<file path="config.mk">
export PLATFORM = sky130hd
export DESIGN_NAME = refdiv_pfd
export DESIGN_NICKNAME = d
export VERILOG_FILES = /design/src/rtl/refdiv_pfd_pkg.sv /design/src/rtl/refdiv_pfd_divider.sv /design/src/rtl/refdiv_pfd_core.sv /design/src/rtl/refdiv_pfd_drive.sv /design/src/rtl/refdiv_pfd.sv
export SDC_FILE = /design/constraint.sdc
export NUM_CORES = 1
export LEC_CHECK = 0
export BUFFER_PORTS_ARGS = -buffer_cell sky130_fd_sc_hd__buf_2
export CORE_MARGIN = 2
export CORE_UTILIZATION = 50
export CTS_CLUSTER_SIZE = 20
export DETAILED_ROUTE_END_ITERATION = 7
export PLACE_DENSITY_LB_ADDON = 0.25
export SETUP_SLACK_MARGIN = 0.3
export SYNTH_ARGS = -nofsm -noshare
export SYNTH_HDL_FRONTEND = slang
export SYNTH_HIERARCHICAL = 1
export SYNTH_SLANG_ARGS = --single-unit
</file>
<file path="constraint.sdc">
create_clock -name clk -period 3.05 [get_ports clk]
set_input_delay 0.61 -clock clk [delete_from_list [all_inputs] [get_ports clk]]
set_output_delay 0.61 -clock clk [all_outputs]
set_load 0.05 [all_outputs]
</file>
<file path="src/rtl/refdiv_pfd_pkg.sv">
package refdiv_pfd_pkg;

  // Divide ratio for a select code given the input clock rate in Hz.
  function automatic int unsigned div_ratio(input logic [2:0] code,
                                            input int unsigned clk_hz);
    case (code)
      3'd0:    return clk_hz / 50000;
      3'd1:    return clk_hz / 25000;
      3'd2:    return (clk_hz * 2) / 25000;
      3'd3:    return clk_hz / 10000;
      3'd4:    return clk_hz / 9000;
      3'd5:    return clk_hz / 5000;
      default: return clk_hz / 1000;
    endcase
  endfunction

endpackage

</file>
<file path="src/rtl/refdiv_pfd_divider.sv">
module refdiv_pfd_divider
  import refdiv_pfd_pkg::*;
#(
  parameter int unsigned CLK_HZ = 7_200_000,
  parameter int unsigned CNT_W  = $clog2(CLK_HZ / 1000)
) (
  input  logic       clk,
  input  logic       rst_n,
  input  logic [2:0] freq_sel,
  output logic       ref_pulse
);

  logic [CNT_W-1:0] cnt;
  logic [CNT_W-1:0] limit;
  logic             wrap;

  assign limit = CNT_W'(div_ratio(freq_sel, CLK_HZ) - 1);
  // Wrap also when a new, smaller limit has already been passed.
  assign wrap  = (cnt >= limit);

  always_ff @(posedge clk) begin
    if (!rst_n) begin
      cnt       <= '0;
      ref_pulse <= 1'b0;
    end else begin
      cnt       <= wrap ? '0 : cnt + 1'b1;
      ref_pulse <= wrap;
    end
  end

  // reference pulse is one cycle wide
  a_r1_pulse_width: assert property (@(posedge clk) disable iff (!rst_n)
    ref_pulse |=> !ref_pulse);

  // count never exceeds the limit while the select is steady
  a_r2_cnt_bound: assert property (@(posedge clk) disable iff (!rst_n)
    ($past(freq_sel) == freq_sel) |-> (cnt <= limit));

endmodule

</file>
<file path="src/rtl/refdiv_pfd_core.sv">
module refdiv_pfd_core (
  input  logic clk,
  input  logic rst_n,
  input  logic ref_pulse,
  input  logic fb_pulse,
  output logic up,
  output logic dn
);

  logic up_nx, dn_nx;

  always_comb begin
    up_nx = up | ref_pulse;
    dn_nx = dn | fb_pulse;
    if (up_nx && dn_nx) begin
      up_nx = 1'b0;
      dn_nx = 1'b0;
    end
  end

  always_ff @(posedge clk) begin
    if (!rst_n) begin
      up <= 1'b0;
      dn <= 1'b0;
    end else begin
      up <= up_nx;
      dn <= dn_nx;
    end
  end

  // never both
  a_r7_mutex: assert property (@(posedge clk) disable iff (!rst_n)
    !(up && dn));

  // reference alone sets up, and up holds until feedback
  a_r4_set: assert property (@(posedge clk) disable iff (!rst_n)
    (ref_pulse && !fb_pulse && !dn) |=> up);
  a_r4_hold: assert property (@(posedge clk) disable iff (!rst_n)
    (up && !fb_pulse) |=> up);

  // feedback alone sets down, and down holds until reference
  a_r5_set: assert property (@(posedge clk) disable iff (!rst_n)
    (fb_pulse && !ref_pulse && !up) |=> dn);
  a_r5_clear: assert property (@(posedge clk) disable iff (!rst_n)
    (dn && ref_pulse) |=> !dn && !up);

  // coincident pulses with nothing pending leave both off
  a_r6_coincide: assert property (@(posedge clk) disable iff (!rst_n)
    (ref_pulse && fb_pulse && !up && !dn) |=> !up && !dn);

endmodule

</file>
<file path="src/rtl/refdiv_pfd_drive.sv">
module refdiv_pfd_drive #(
  parameter int unsigned N_OUT = 2
) (
  input  logic             up,
  input  logic             dn,
  input  logic             hold_hi,
  input  logic             hold_lo,
  output logic [N_OUT-1:0] pd_up,
  output logic [N_OUT-1:0] pd_dn
);

  logic drv_up, drv_dn;

  // Low wins when both override pins are set.
  always_comb begin
    if (hold_lo) begin
      drv_up = 1'b0;
      drv_dn = 1'b1;
    end else if (hold_hi) begin
      drv_up = 1'b1;
      drv_dn = 1'b0;
    end else begin
      drv_up = up;
      drv_dn = dn;
    end
  end

  for (genvar i = 0; i < N_OUT; i++) begin : g_out
    assign pd_up[i] = drv_up;
    assign pd_dn[i] = drv_dn;
  end

endmodule

</file>
<file path="src/rtl/refdiv_pfd.sv">
module refdiv_pfd #(
  parameter int unsigned CLK_HZ = 7_200_000,
  parameter int unsigned N_OUT  = 2
) (
  input  logic             clk,
  input  logic             rst_n,
  input  logic [2:0]       freq_sel,
  input  logic             fb_pulse,
  input  logic             hold_hi,
  input  logic             hold_lo,
  output logic             ref_pulse,
  output logic [N_OUT-1:0] pd_up,
  output logic [N_OUT-1:0] pd_dn,
  output logic             phase_err
);

  localparam int unsigned CNT_W = $clog2(CLK_HZ / 1000);

  logic cmp_up, cmp_dn;

  refdiv_pfd_divider #(.CLK_HZ(CLK_HZ), .CNT_W(CNT_W)) u_div (
    .clk(clk), .rst_n(rst_n), .freq_sel(freq_sel), .ref_pulse(ref_pulse)
  );

  refdiv_pfd_core u_core (
    .clk(clk), .rst_n(rst_n), .ref_pulse(ref_pulse), .fb_pulse(fb_pulse),
    .up(cmp_up), .dn(cmp_dn)
  );

  refdiv_pfd_drive #(.N_OUT(N_OUT)) u_drv (
    .up(cmp_up), .dn(cmp_dn), .hold_hi(hold_hi), .hold_lo(hold_lo),
    .pd_up(pd_up), .pd_dn(pd_dn)
  );

  assign phase_err = cmp_up | cmp_dn;

  // all outputs identical
  a_r11_same: assert property (@(posedge clk) disable iff (!rst_n)
    (pd_up == {N_OUT{pd_up[0]}}) && (pd_dn == {N_OUT{pd_dn[0]}}));

  // forced levels
  a_r10_low: assert property (@(posedge clk) disable iff (!rst_n)
    hold_lo |-> (pd_up == '0) && (pd_dn == '1));
  a_r10_high: assert property (@(posedge clk) disable iff (!rst_n)
    (hold_hi && !hold_lo) |-> (pd_up == '1) && (pd_dn == '0));

  // in normal mode the error flag matches the visible drive
  a_r8_err: assert property (@(posedge clk) disable iff (!rst_n)
    (!hold_hi && !hold_lo) |-> (phase_err == (pd_up[0] | pd_dn[0])));

endmodule

</file>
==> impl_metrics.prom <==
# TYPE chip_impl_metric gauge
chip_impl_info{name="outcome",value="finished clean"} 1
chip_impl_metric{name="cts-buffers-inserted",unit=""} 3
chip_impl_metric{name="total_leakage_power",unit="nW"} 0.503
chip_impl_metric{name="synth.top_cell.area_share",unit="%"} 30.7
chip_impl_metric{name="worst_ep_required_time",unit="ps"} 3290
chip_impl_metric{name="total_die_area",unit="µm²"} 2470
chip_impl_metric{name="final_layout_size_suffix_gt1_share",unit="%"} 23.7
chip_impl_metric{name="dpl.cell_count",unit=""} 152
chip_impl_metric{name="asyncSetResetFlopFracSynth",unit="%"} 0
chip_impl_metric{name="initial_utilization",unit="%"} 53.3
chip_impl_metric{name="io_buffer_count",unit=""} 13
chip_impl_info{name="worst_setup_path_endpoint",value="u_div/ref_pulse"} 1
chip_impl_metric{name="power.sequential.fraction",unit="%"} 51.2
chip_impl_info{name="end_kind",value="register"} 1
chip_impl_info{name="yosys.area.top_type",value="sky130_fd_sc_hd__dfxtp_1"} 1
chip_impl_metric{name="period_needed",unit="ps"} 2610
chip_impl_metric{name="r2r_cells",unit=""} 6
chip_impl_info{name="hold_path.class",value="register to register"} 1
chip_impl_metric{name="drt_drc_violations_left",unit=""} 0
chip_impl_metric{name="cellInternalPower",unit="W"} 0.000314
chip_impl_metric{name="all_layer_global_routing_usage",unit="%"} 19.6
chip_impl_metric{name="skew",unit="ps"} 6.10
chip_impl_metric{name="cts.reportedPaths.clkPinSlew",unit="ps"} 90
chip_impl_info{name="crit_path_start_kind",value="primary input"} 1
chip_impl_metric{name="dpl-instance-area",unit="µm²"} 1120
chip_impl_metric{name="die-height",unit="µm"} 49.7
chip_impl_metric{name="first_iter_violations",unit=""} 15
chip_impl_metric{name="clock_sink_count",unit=""} 16
chip_impl_metric{name="routabilityCongestion",unit=""} 0.816
chip_impl_metric{name="grt_pass1_wl",unit="µm"} 3750
chip_impl_metric{name="cts.htree.levels",unit=""} 1
chip_impl_info{name="cts_tree",value="yes"} 1
chip_impl_metric{name="report.final.hold_viol_count",unit=""} 0
chip_impl_metric{name="post_synth_edffs",unit=""} 0
chip_impl_info{name="cp-startpoint",value="freq_sel[1]"} 1
chip_impl_metric{name="layout_fillers",unit=""} 189
chip_impl_metric{name="num_io_pins",unit=""} 14
chip_impl_metric{name="globalRouteOverflowTotal",unit=""} 0
chip_impl_metric{name="sequential_cell_area",unit="µm²"} 320
chip_impl_metric{name="grt_max_degree",unit=""} 14
chip_impl_metric{name="post_drt_wl_per_cell",unit="µm"} 12.3
chip_impl_metric{name="timing.final.max_slew_violations",unit=""} 0
chip_impl_info{name="rr_startpoint",value="u_div/cnt[0]"} 1
chip_impl_metric{name="antenna_violating_nets_post_route",unit=""} 0
chip_impl_info{name="yosys-top-cells-count",value="sky130_fd_sc_hd__dfxtp_1 (16), sky130_fd_sc_hd__nor3_1 (14), sky130_fd_sc_hd__ha_1 (11)"} 1
chip_impl_metric{name="post-dp-hpwl",unit="µm"} 1520
chip_impl_metric{name="ff2ff_setup_slack",unit="ps"} 1350
chip_impl_metric{name="synth_nets",unit=""} 135
chip_impl_info{name="clk_root_buffer_cell",value="sky130_fd_sc_hd__clkbuf_4"} 1
chip_impl_metric{name="share_comb_of_total_power",unit="%"} 16.5
chip_impl_metric{name="p_total",unit="W"} 0.000429
chip_impl_metric{name="ys_ff_latch",unit=""} 16
chip_impl_metric{name="core",unit="µm²"} 1960
chip_impl_metric{name="layout_worst_path_cycle_share",unit="%"} 85.7
chip_impl_info{name="synth_top_cells_by_area",value="sky130_fd_sc_hd__dfxtp_1 (31%), sky130_fd_sc_hd__ha_1 (13%), sky130_fd_sc_hd__nor3_1 (6.7%)"} 1
chip_impl_metric{name="max-vdd-ir-drop",unit="V"} 0.000316
chip_impl_metric{name="tns",unit="ps"} 0
chip_impl_metric{name="post_route_insts_no_fill",unit=""} 158
chip_impl_metric{name="cell_count_of_the_worst_hold_path",unit=""} 1
chip_impl_metric{name="swShare",unit="%"} 26.9
chip_impl_metric{name="dieWidth",unit="µm"} 49.7
chip_impl_metric{name="antenna_cells_inserted",unit=""} 0
chip_impl_metric{name="floorplan.rows",unit=""} 16
chip_impl_metric{name="route.detailed.vias_per_inst",unit=""} 5.54
chip_impl_metric{name="finish.net_count",unit=""} 151
chip_impl_metric{name="totalWireLength",unit="µm"} 1940
chip_impl_metric{name="ctsLongestPathBuffers",unit=""} 2
chip_impl_info{name="synthMostInstantiatedCell",value="sky130_fd_sc_hd__dfxtp_1"} 1
chip_impl_metric{name="worstSkewPairLatency",unit="ps"} 290
chip_impl_metric{name="grt_pass1_vias",unit=""} 850
chip_impl_metric{name="transition_time_at_the_pin_with_the_least_slew_margin",unit="ps"} 323
chip_impl_metric{name="synth.yosys.warnings",unit=""} 6
chip_impl_metric{name="num_vias",unit=""} 875
chip_impl_metric{name="slew_headroom",unit="%"} 78.3
chip_impl_metric{name="worst-endpoint-arrival",unit="ps"} 2850
chip_impl_info{name="criticalPathCategory",value="primary input to register"} 1
chip_impl_metric{name="achievable-frequency",unit="GHz"} 0.383
chip_impl_metric{name="maxCapViolCount",unit=""} 0
chip_impl_metric{name="ratio_of_total_power_to_cell_area",unit="nW/µm²"} 365
chip_impl_metric{name="multi_input_combinational_cell_area",unit="µm²"} 661
chip_impl_info{name="primary_flip_flop_cell_chosen_by_synthesis_mapping",value="sky130_fd_sc_hd__dfxtp_1"} 1
chip_impl_metric{name="design_area",unit="µm²"} 1180
chip_impl_metric{name="post_synth.cell_area_avg",unit="µm²"} 9.01
chip_impl_metric{name="grt_antenna_before_repair",unit=""} 0
chip_impl_metric{name="yosys.cell_types.count",unit=""} 31
chip_impl_metric{name="net-switching-power",unit="W"} 0.000115
chip_impl_metric{name="post_synth_instance_area",unit="µm²"} 1040
chip_impl_metric{name="area_growth_syn_to_layout",unit="%"} 12.6
chip_impl_info{name="reg2reg_to",value="u_div/ref_pulse"} 1
chip_impl_metric{name="drt-pass1-iter-count",unit=""} 4
chip_impl_metric{name="power_frac_clock",unit="%"} 32.2
chip_impl_metric{name="cp_max_fo",unit=""} 7
chip_impl_metric{name="netlist_instances",unit=""} 116
chip_impl_metric{name="proportion_of_synthesized_chip_area_in_sequential_cells",unit="%"} 30.7
chip_impl_metric{name="setup-violations-final",unit=""} 0
chip_impl_info{name="grt_setup_unrepaired",value="false"} 1
metal layers:
layer / part of all wire (%) / up-vias / global-route usage (%)
met1: 49 / 395 / 25.2
met4: 2.0 / 0 / 9.72
li1: - / 455 / -
met2: 43 / 20 / 30.4
met5: 0 / - / 0
met3: 5.4 / 5 / 4.55
critical path: stages:
cell	delay, ps
sky130_fd_sc_hd__buf_2	130
sky130_fd_sc_hd__nor2b_1	140
sky130_fd_sc_hd__nor3_2	230
sky130_fd_sc_hd__inv_1	70
sky130_fd_sc_hd__ha_2	210
sky130_fd_sc_hd__mux2i_1	130
sky130_fd_sc_hd__o21ai_1	80
sky130_fd_sc_hd__ha_1	320
sky130_fd_sc_hd__nand4_1	110
sky130_fd_sc_hd__or3_4	350
sky130_fd_sc_hd__a31oi_4	190
sky130_fd_sc_hd__buf_6	140
sky130_fd_sc_hd__o31a_2	130
timing repair:
item,4_1_cts,5_1_grt
setup buffers,0,2
resized for setup,0,2
hold buffers,0,0
endpoints found under the setup margin,0,14
hold endpoints to repair,0,0
worst min path at each step:
stage	startpoint	end	slack (ps)
floorplan	u_core/up	u_core/dn	430
global placement	u_div/ref_pulse	u_core/dn	450
detailed placement	u_div/ref_pulse	u_core/dn	440
CTS	u_div/ref_pulse	u_core/dn	460
global route	fb_pulse	u_core/up	480
finish	u_div/ref_pulse	u_core/dn	450
cell families after synthesis:
family          after synthesis  synth area share [%]
xor+xnor                     12                  10.1
buf+inv                      11                  6.83
simple gates                 50                  28.0
compound gates               15                  10.3
mux                           1                 0.958
fa+ha+maj                    11                  13.2
flops                        16                  30.7
flip-flops by register name (all words and copies together) (netlist names):
signal           flops
u_core/dn            1
u_core/up            1
u_div/ref_pulse      1
u_div/cnt           13
final cells by class:
type | instances | area share [%]
repair buffers | 18 | 9.36
well taps | 27 | 2.87
clock buffers | 4 | 3.09
multi-input cells | 89 | 56.2
inverters | 4 | 1.28
flip-flops and latches | 16 | 27.2
power by group through the flow:
stage	registers, W	clock network, W	logic (W)
finish	0.000220	0.000138	0.0000710
global route	0.000221	0.000152	0.0000817
CTS	0.000219	0.000143	0.0000692
detailed placement	0.000224	0	0.0000691
global placement	0.000224	0	0.0000669
floorplan	0.000222	0	0.0000575
stage by stage:
stage	utilization, %	worst slack [ps]	hold WS, ps
after CTS	58.8	392	455
after detailed placement	57.0	86.8	442
final	59.9	436	450
after global placement	57.0	181	447
after floorplan	-	352	433
after global routing	59.9	305	483
layout by cell type (no fill, tap or decap), types with 4 or more instances in the layout:
| master | Yosys | final |
|---|---|---|
| sky130_fd_sc_hd__xnor2_1 | 6 | 6 |
| sky130_fd_sc_hd__inv_1 | 4 | 4 |
| sky130_fd_sc_hd__nand3_1 | 7 | 7 |
| sky130_fd_sc_hd__xor2_1 | 6 | 6 |
| sky130_fd_sc_hd__buf_2 | 0 | 13 |
| sky130_fd_sc_hd__ha_1 | 11 | 10 |
| sky130_fd_sc_hd__nor2_1 | 7 | 7 |
| sky130_fd_sc_hd__nor3_1 | 14 | 13 |
| sky130_fd_sc_hd__a21oi_1 | 4 | 4 |
| sky130_fd_sc_hd__nor2b_1 | 5 | 5 |
| sky130_fd_sc_hd__dfxtp_1 | 16 | 16 |
| sky130_fd_sc_hd__nand4_1 | 5 | 5 |
(Power assumes the default switching activity.)
